==> config.mk <==
export PLATFORM = sky130hd
export DESIGN_NAME = input_capture_timer
export DESIGN_NICKNAME = d
export VERILOG_FILES = /design/src/rtl/ict_pkg.sv /design/src/rtl/ict_sync_edge.sv /design/src/rtl/ict_counter.sv /design/src/rtl/ict_channel.sv /design/src/rtl/input_capture_timer.sv
export SDC_FILE = /design/constraint.sdc
export NUM_CORES = 1
export LEC_CHECK = 0
export BUFFER_PORTS_ARGS = -buffer_cell sky130_fd_sc_hd__buf_4
export CELL_PAD_IN_SITES_DETAIL_PLACEMENT = 0
export CELL_PAD_IN_SITES_GLOBAL_PLACEMENT = 1
export CORE_MARGIN = 2
export CORE_UTILIZATION = 25
export CTS_CLUSTER_DIAMETER = 50
export DETAILED_ROUTE_END_ITERATION = 8
export GPL_TIMING_DRIVEN = 1
export HOLD_SLACK_MARGIN = 0.1
export PLACE_DENSITY = 0.55
export SLEW_MARGIN = 40
export SYNTH_ARGS = -nofsm -noshare
export SYNTH_HDL_FRONTEND = slang
export SYNTH_SLANG_ARGS = --single-unit
==> constraint.sdc <==
create_clock -name clk -period 4.55 [get_ports clk]
set_input_delay 0 -clock clk [delete_from_list [all_inputs] [get_ports clk]]
set_output_delay 0 -clock clk [all_outputs]
set_load 0.01 [all_outputs]
==> src/rtl/ict_pkg.sv <==
package ict_pkg;

    // register addresses
    localparam logic [1:0] ADDR_CTRL = 2'd0;
    localparam logic [1:0] ADDR_CLR  = 2'd1;
    localparam logic [1:0] ADDR_CNT  = 2'd2;

    // control register field positions
    localparam int CTRL_POL_A = 0;
    localparam int CTRL_POL_B = 1;
    localparam int CTRL_EN_A  = 3;
    localparam int CTRL_EN_B  = 4;

    // clear register field positions
    localparam int CLR_A  = 0;
    localparam int CLR_B  = 1;
    localparam int CLR_UF = 2;

    localparam int NUM_CH = 2;

    typedef enum logic {
        EDGE_RISE = 1'b0,
        EDGE_FALL = 1'b1
    } edge_pol_e;

    typedef struct packed {
        logic [NUM_CH-1:0] pol;
        logic              en_a;
        logic              en_b;
    } ctrl_t;

endpackage

==> src/rtl/ict_sync_edge.sv <==
module ict_sync_edge #(
    parameter int STAGES = 2
) (
    input  logic clk,
    input  logic rst_n,
    input  logic pin_i,
    input  logic pol_i,
    output logic hit_o
);
    import ict_pkg::*;

    localparam int MSB = STAGES - 1;

    typedef struct packed {
        logic [STAGES-1:0] sh;
        logic              prev;
    } sync_st_t;

    sync_st_t sync_d, sync_q;

    always_comb begin
        sync_d      = sync_q;
        sync_d.sh   = STAGES'({sync_q.sh, pin_i});
        sync_d.prev = sync_q.sh[MSB];
        if (edge_pol_e'(pol_i) == EDGE_FALL) begin
            hit_o = sync_q.prev & ~sync_q.sh[MSB];
        end else begin
            hit_o = ~sync_q.prev & sync_q.sh[MSB];
        end
    end

    always_ff @(posedge clk or negedge rst_n) begin
        if (!rst_n) begin
            sync_q <= '0;
        end else begin
            sync_q <= sync_d;
        end
    end

    // a held polarity never yields two hits in a row (R5: one edge, one event)
    assert_single_hit_R5: assert property (@(posedge clk) disable iff (!rst_n)
        hit_o |=> (!hit_o || (pol_i != $past(pol_i))));

endmodule

==> src/rtl/ict_counter.sv <==
module ict_counter #(
    parameter int W = 16
) (
    input  logic         clk,
    input  logic         rst_n,
    input  logic         tick_i,
    input  logic         load_i,
    input  logic [W-1:0] load_val_i,
    output logic [W-1:0] count_o,
    output logic         wrap_o
);
    localparam logic [W-1:0] TOP = {W{1'b1}};

    typedef struct packed {
        logic [W-1:0] count;
    } cnt_st_t;

    cnt_st_t cnt_d, cnt_q;

    always_comb begin
        cnt_d  = cnt_q;
        wrap_o = 1'b0;
        if (load_i) begin
            cnt_d.count = load_val_i;
        end else if (tick_i) begin
            cnt_d.count = cnt_q.count - W'(1);
            wrap_o      = (cnt_q.count == '0);
        end
    end

    always_ff @(posedge clk or negedge rst_n) begin
        if (!rst_n) begin
            cnt_q.count <= TOP;
        end else begin
            cnt_q <= cnt_d;
        end
    end

    assign count_o = cnt_q.count;

    assert_hold_R1: assert property (@(posedge clk) disable iff (!rst_n)
        (!tick_i && !load_i) |=> $stable(cnt_q.count));

    assert_step_R1: assert property (@(posedge clk) disable iff (!rst_n)
        (tick_i && !load_i) |=> (cnt_q.count == $past(cnt_q.count) - W'(1)));

    assert_wrap_R2: assert property (@(posedge clk) disable iff (!rst_n)
        wrap_o |=> (cnt_q.count == TOP));

    assert_load_R10: assert property (@(posedge clk) disable iff (!rst_n)
        load_i |=> (cnt_q.count == $past(load_val_i)));

endmodule

==> src/rtl/ict_channel.sv <==
module ict_channel #(
    parameter int W = 16
) (
    input  logic         clk,
    input  logic         rst_n,
    input  logic         hit_i,
    input  logic         clr_i,
    input  logic [W-1:0] count_i,
    output logic [W-1:0] cap_o,
    output logic         pend_o
);
    typedef struct packed {
        logic [W-1:0] cap;
        logic         pend;
    } chan_st_t;

    chan_st_t ch_d, ch_q;

    always_comb begin
        ch_d = ch_q;
        if (hit_i) begin
            ch_d.cap = count_i;
        end
        // a new event outranks a clear in the same cycle
        ch_d.pend = hit_i | (ch_q.pend & ~clr_i);
    end

    always_ff @(posedge clk or negedge rst_n) begin
        if (!rst_n) begin
            ch_q <= '0;
        end else begin
            ch_q <= ch_d;
        end
    end

    assign cap_o  = ch_q.cap;
    assign pend_o = ch_q.pend;

    assert_set_wins_R7: assert property (@(posedge clk) disable iff (!rst_n)
        hit_i |=> ch_q.pend);

    assert_sticky_R6: assert property (@(posedge clk) disable iff (!rst_n)
        (ch_q.pend && !clr_i) |=> ch_q.pend);

    assert_cap_hold_R5: assert property (@(posedge clk) disable iff (!rst_n)
        !hit_i |=> $stable(ch_q.cap));

    assert_cap_value_R4: assert property (@(posedge clk) disable iff (!rst_n)
        hit_i |=> (ch_q.cap == $past(count_i)));

endmodule

==> src/rtl/input_capture_timer.sv <==
module input_capture_timer
    import ict_pkg::*;
#(
    parameter int CNT_W       = 16,
    parameter int SYNC_STAGES = 2
) (
    input  logic             clk,
    input  logic             rst_n,
    input  logic             tick_en_i,
    input  logic             pin_a_i,
    input  logic             pin_b_i,
    input  logic             reg_we_i,
    input  logic [1:0]       reg_addr_i,
    input  logic [CNT_W-1:0] reg_wdata_i,
    output logic [CNT_W-1:0] count_o,
    output logic [CNT_W-1:0] cap_a_o,
    output logic [CNT_W-1:0] cap_b_o,
    output logic             pend_a_o,
    output logic             pend_b_o,
    output logic             uf_pend_o,
    output logic             irq_o
);

    typedef struct packed {
        ctrl_t ctrl;
        logic  uf;
    } top_st_t;

    top_st_t top_d, top_q;

    logic [NUM_CH-1:0] pins;
    logic [NUM_CH-1:0] hits;
    logic [NUM_CH-1:0] ch_clr;
    logic [NUM_CH-1:0] ch_pend;
    logic [CNT_W-1:0]  ch_cap [NUM_CH];
    logic              cnt_load;
    logic              cnt_wrap;
    logic              clr_uf;
    logic              wr_ctrl;
    logic              wr_clr;

    assign pins = {pin_b_i, pin_a_i};

    always_comb begin
        wr_ctrl  = reg_we_i && (reg_addr_i == ADDR_CTRL);
        wr_clr   = reg_we_i && (reg_addr_i == ADDR_CLR);
        cnt_load = reg_we_i && (reg_addr_i == ADDR_CNT);
        ch_clr   = '0;
        clr_uf   = 1'b0;
        if (wr_clr) begin
            ch_clr[0] = reg_wdata_i[CLR_A];
            ch_clr[1] = reg_wdata_i[CLR_B];
            clr_uf    = reg_wdata_i[CLR_UF];
        end

        top_d = top_q;
        if (wr_ctrl) begin
            top_d.ctrl.pol[0] = reg_wdata_i[CTRL_POL_A];
            top_d.ctrl.pol[1] = reg_wdata_i[CTRL_POL_B];
            top_d.ctrl.en_a   = reg_wdata_i[CTRL_EN_A];
            top_d.ctrl.en_b   = reg_wdata_i[CTRL_EN_B];
        end
        top_d.uf = cnt_wrap | (top_q.uf & ~clr_uf);
    end

    always_ff @(posedge clk or negedge rst_n) begin
        if (!rst_n) begin
            top_q <= '0;
        end else begin
            top_q <= top_d;
        end
    end

    ict_counter #(.W(CNT_W)) u_counter (
        .clk       (clk),
        .rst_n     (rst_n),
        .tick_i    (tick_en_i),
        .load_i    (cnt_load),
        .load_val_i(reg_wdata_i),
        .count_o   (count_o),
        .wrap_o    (cnt_wrap)
    );

    for (genvar g = 0; g < NUM_CH; g++) begin : g_chan
        ict_sync_edge #(.STAGES(SYNC_STAGES)) u_edge (
            .clk  (clk),
            .rst_n(rst_n),
            .pin_i(pins[g]),
            .pol_i(top_q.ctrl.pol[g]),
            .hit_o(hits[g])
        );

        ict_channel #(.W(CNT_W)) u_chan (
            .clk    (clk),
            .rst_n  (rst_n),
            .hit_i  (hits[g]),
            .clr_i  (ch_clr[g]),
            .count_i(count_o),
            .cap_o  (ch_cap[g]),
            .pend_o (ch_pend[g])
        );
    end

    assign cap_a_o   = ch_cap[0];
    assign cap_b_o   = ch_cap[1];
    assign pend_a_o  = ch_pend[0];
    assign pend_b_o  = ch_pend[1];
    assign uf_pend_o = top_q.uf;
    assign irq_o     = (top_q.ctrl.en_a & (ch_pend[0] | top_q.uf))
                     | (top_q.ctrl.en_b & ch_pend[1]);

    assert_uf_latch_R2: assert property (@(posedge clk) disable iff (!rst_n)
        cnt_wrap |=> uf_pend_o);

    assert_uf_sticky_R6: assert property (@(posedge clk) disable iff (!rst_n)
        (uf_pend_o && !clr_uf) |=> uf_pend_o);

    assert_irq_quiet_R8: assert property (@(posedge clk) disable iff (!rst_n)
        (!top_q.ctrl.en_a && !top_q.ctrl.en_b) |-> !irq_o);

    assert_irq_uf_R8: assert property (@(posedge clk) disable iff (!rst_n)
        (top_q.ctrl.en_a && uf_pend_o) |-> irq_o);

endmodule

# Word-level counts from Yosys, hierarchy flattened

Cells that the tools add are included.

Add/subtract/negate cells: 1
Equality and inequality tests: 2
Multiplexer cells: 8
Bitwise operators: 21
Reduce and logical (&&, ||, !) cells: 6

Operator list:

| cell                                                                  | number |
|---|---|
| 16-bit two-way mux                                                    | 2 |
| 16-bit zero test                                                      | 1 |
| 16-bit by 1-bit subtractor with 16-bit output, second input constant  | 1 |
| 1-bit AND                                                             | 9 |
| 1-bit inverter                                                        | 7 |
| 1-bit two-way mux                                                     | 5 |
| 1-bit OR                                                              | 5 |
| 1-bit logical AND                                                     | 3 |
| 2-bit by 1-bit equality test with 1-bit output, second input constant | 1 |
| 2-bit equality test, second input constant                            | 1 |
| 2-bit zero test                                                       | 1 |
| 2-bit two-way mux                                                     | 1 |
| 2-bit nonzero test                                                    | 1 |

Bits in registers: 61
Input port bits: 24
Logic and storage cells: 51

# Depth between registers and ports, before layout

Depth in word-level cells: 6
Depth in mapped cells: 6
Mapped depth without buffers: 6

# By module

Synthesis repeated with hierarchy kept, for this count alone.

Cell total of the unflattened synthesis: 217
Area, all modules: 2830.2 um^2

By module, submodules not included:

| module              | times used | cells an instance | area each (um^2) | seq. area each (um^2) |
|---|---|---|---|---|
| ict_channel         | 2          | 37                | 683.2            | 425.4 |
| ict_counter         | 1          | 113               | 1021.0           | 420.4 |
| input_capture_timer | 1          | 18                | 247.7            | 125.1 |
| ict_sync_edge       | 2          | 6                 | 97.6             | 75.1 |

# Worst setup path after synthesis

OpenSTA, ideal clock, no wires.

Kind: register to register
Start: reg u_counter.cnt_q, in the netlist u_counter.count_o[0]
End: reg u_counter.cnt_q, in the netlist u_counter.count_o[15]
Setup time: 0.064 ns
Arrival time: 1.842 ns
Required time: 4.486 ns
Path slack: 2.644 ns
Stages on the path, launching flop included: 6
Path buffers: 1
Cell sequence: dfstp_2 > or4b_1 > buf_2 > or3_4 > or4_1 > nand3_1

Word-level cells in the longest chain between the ends: 3

Ends and longest elaborated chain:

| item                                          | line              | text |
|---|---|---|
| start: declaration                            | ict_counter.sv:18 | `cnt_st_t cnt_d, cnt_q;` |
| start signal: assignment                      | ict_counter.sv:35 | `cnt_q <= cnt_d;` |
| 16-bit by 1-bit subtractor with 16-bit output | ict_counter.sv:26 | `cnt_d.count = cnt_q.count - W'(1);` |
| 16-bit two-way mux                            | ict_counter.sv:25 | `end else if (tick_i) begin` |
| 16-bit two-way mux                            | ict_counter.sv:23 | `if (load_i) begin` |

Every way passes these cells. The select of a mux whose other input is x is not followed.
A chain may end at the register's enable or synchronous reset.

# Final worst setup path

Ends and elaborated chain as after synthesis.

==> impl_metrics.json <==
{
  "drt-met1-wl_um": 3270,
  "die_area_um2": 11100,
  "cp-end-kind": "register",
  "tns_ps": 0,
  "setup_violations": 0,
  "finalClockSkew_ps": 8.61,
  "final_area_um2": 3680,
  "period_minus_slack_ps": 1980,
  "cp_top_family": "simple AND/OR/NAND/NOR gates",
  "leakage_nw": 1.61,
  "wl_met3_um": 367,
  "yosysWarnings": 0,
  "crit_required_ps": 4820,
  "cts_buffers": 9,
  "worstPathMaxFanout": 6,
  "worstSetupPathType": "reg -> reg",
  "tritoncts": "done",
  "drv_slew": 0,
  "die-height_um": 105,
  "cts_buffer_depth": 2,
  "start_util_pct": 25.4,
  "tightest_slew_ps": 762,
  "drive_gt1_share_pct": 46.9,
  "path_buf_inv": 0,
  "placed_cell_area_um2": 3290,
  "ir_worst_vdd_mv": 0.188,
  "fillers": 1021,
  "grt_pass1_wl_um": 11000,
  "ioPinCount": 76,
  "p_sw_share_pct": 32.7,
  "cts_sinks": 61,
  "routed_via_density": 4.38,
  "avgSynthCellArea_um2": 12.3,
  "fmax_mhz": 505,
  "reg2reg_setup_slack_ps": 2570,
  "track_usage_pct": 12.8,
  "first_iter_violations": 100,
  "netlist_instances": 209,
  "diodes": 0,
  "numPortBuffers": 75,
  "dpl.hpwl_um": 4520,
  "wl_met2_um": 2910,
  "fin_util_pct": 36.3,
  "ctsRootBufferMaster": "clkbuf_8",
  "drcViolationCount": 0,
  "rsz0062_at_grt": "no",
  "pwr_density_cell_nw_per_um2": 578,
  "grt_pass1_vias": 2005,
  "cts_hold_buf": 21,
  "relSlewSlack_pct": 49.2,
  "globalplace.congestion": 0.721,
  "finalHoldViolCount": 0,
  "die_w_um": 105,
  "area_delta_synth_final_pct": 43.1,
  "dr.pass1.iters": 4,
  "core_area_um2": 10100,
  "ant_nets": 0,
  "cts_resized": 0,
  "h-tree-depth": 3,
  "cpPeakStageDelay_ps": 640,
  "p_clk_share_pct": 20.6,
  "crit_start": "u_counter.count_o[0]$_DFFE_PN1P_",
  "yosysSeqAreaShare_pct": 60.1,
  "dr.max_layer_used": "met4",
  "hold_path.class": "in -> reg",
  "min_from": "reg_addr_i[1]",
  "synth.distinct_cells": 31,
  "insertion_delay_ps": 330,
  "cts_setup_buffers": 0,
  "ys_ff_latch": 61,
  "crit_arrival_ps": 2250,
  "p_int_mw": 1.43,
  "globalRouteOverflowTotal": 0,
  "rows": 37,
  "total_power_mw": 2.13,
  "cp-start-kind": "register",
  "crit_path_cell_trace": "or4b_1 -> or3_4 -> or4_1 -> nand3_1",
  "grt_max_degree": 62,
  "syn_nets": 234,
  "antenna_found_initial": 0,
  "synthesis.area_um2": 2570,
  "status": "complete, no violations",
  "rr_startpoint": "u_counter.count_o[0]$_DFFE_PN1P_",
  "power_frac_comb_pct": 34.7,
  "maxCapViolCount": 0,
  "routedWlPerCell_um": 14.8,
  "p_seq_share_pct": 44.7,
  "power.switching_uw": 695,
  "crit_slowest_cell": "or4b_1",
  "period_share_pct": 43.5,
  "vias": 1956,
  "clk_pin_slew_ps": 70,
  "fin_nets": 331,
  "wirelength_um": 6620
}
==> kinds of logic (layout without fill, tap and decap cells) <==
logic type | Yosys count | after routing | synth area share [%]
simple gates | 61 | 61 | 12.3
buf+inv | 15 | 117 | 2.23
xor+xnor | 10 | 10 | 3.40
compound gates | 24 | 24 | 5.39
mux | 37 | 37 | 16.1
flops | 61 | 61 | 60.1
fa+ha+maj | 1 | 1 | 0.486
==> routing by layer <==
layer	vias up	track usage (%)
met5	-	0
met2	54	18.3
li1	930	-
met4	0	4.23
met3	7	3.59
met1	965	18.7
==> registers in the layout (all words and copies together) (netlist names) <==
register and flops:
g_chan.u_chan.cap_o 32, g_chan.u_chan.pend_o 2, g_chan.u_edge.sync_d 4, g_chan.u_edge.sync_q 2, top_q 4, u_counter.count_o 16, uf_pend_o 1
==> cells in the final DEF (no fill, tap or decap), types with 2 or more instances in the layout <==
| cell type | netlist | routed |
|---|---|---|
| nand3_1 | 4 | 4 |
| clkbuf_8 | 0 | 11 |
| xnor2_1 | 4 | 4 |
| a21oi_4 | 0 | 2 |
| nor2_1 | 10 | 10 |
| a31oi_1 | 2 | 2 |
| or4_1 | 3 | 3 |
| nor3_1 | 5 | 5 |
| inv_1 | 5 | 5 |
| mux2_2 | 36 | 36 |
| nand3b_1 | 3 | 3 |
| xor2_1 | 6 | 6 |
| dfstp_2 | 16 | 16 |
| o21ai_0 | 14 | 14 |
| nand4b_1 | 2 | 2 |
| nor4_1 | 3 | 3 |
| dfrtp_1 | 45 | 45 |
| dlygate4sd3_1 | 0 | 21 |
| buf_4 | 0 | 74 |
| o41ai_1 | 2 | 2 |
| nand2_1 | 24 | 24 |
| clkinv_2 | 0 | 3 |
| o211ai_1 | 2 | 2 |
==> power groups by stage <==
stage | Combinational [mW] | Sequential, mW | Clock (mW)
after floorplan | 0.290 | 0.989 | 0
after global placement | 0.720 | 0.960 | 0
after detailed placement | 0.727 | 0.967 | 0
after CTS | 0.752 | 0.957 | 0.454
after global routing | 0.807 | 0.992 | 0.487
final | 0.737 | 0.951 | 0.439
==> worst reg2reg max path: cells and delay by family (launching register included) <==
family	cells	cell delay, ps
and+or+nand+nor	4	1520
DFF	1	390
==> cell type report <==
class / instances / area, um^2 / share of cell area [%]
clock inverters: 4 / 22.5 / 0.611
repair buffers: 96 / 777 / 21.1
clock buffers: 12 / 155 / 4.21
well taps: 136 / 170 / 4.62
inverters: 5 / 18.8 / 0.510
flip-flops and latches: 61 / 1550 / 42.0
multi-input cells: 133 / 993 / 27.0
==> path summary, 6_finish.rpt <==
path / depth (start not counted) / to
min: 3 / top_q[1]$_DFFE_PN0P_
min reg2reg: 0 / g_chan[1].u_edge.sync_d[0]$_DFF_PN0_
max: 4 / u_counter.count_o[15]$_DFFE_PN1P_
min in group asynchronous: 2 / g_chan[0].u_chan.cap_o[14]$_DFFE_PN0P_
max reg2reg: 4 / u_counter.count_o[15]$_DFFE_PN1P_
max in group asynchronous: 2 / g_chan[1].u_chan.cap_o[3]$_DFFE_PN0P_
==> cells in the mapped netlist, drive strengths merged <==
| cell type | number | area [um^2] |
|---|---|---|
| nor4 | 3 | 18.8 |
| or4b | 1 | 10.0 |
| o41ai | 2 | 17.5 |
| nor3 | 5 | 25.0 |
| clkbuf | 9 | 33.8 |
| nand3 | 4 | 20.0 |
| and3b | 1 | 8.76 |
| o21ai | 14 | 70.1 |
| or4 | 3 | 22.5 |
| or3 | 2 | 17.5 |
| nor2 | 10 | 37.5 |
| mux2i | 1 | 10.0 |
| o211ai | 2 | 15.0 |
| mux2 | 36 | 405 |
| dfstp | 16 | 420 |
| nand3b | 3 | 22.5 |
| nor3b | 1 | 7.51 |
| a21oi | 3 | 15.0 |
| o311ai | 1 | 8.76 |
| xor2 | 6 | 52.6 |
| xnor2 | 4 | 35.0 |
| nand2 | 24 | 90.1 |
| dfrtp | 45 | 1130 |
| nand4b | 2 | 17.5 |
| nand4 | 1 | 6.26 |
| and4bb | 1 | 12.5 |
| a31oi | 2 | 12.5 |
| inv | 5 | 18.8 |
| ha | 1 | 12.5 |
| buf | 1 | 5.00 |
==> stage by stage <==
stage	cells	setup WS, ps	hold WS, ps
after floorplan	209	2640	-296
after global placement	410	2600	110
after detailed placement	410	2570	111
after CTS	447	2540	115
after global routing	447	2460	137
final	447	2570	126
Power figures use the tool's default switching activity.
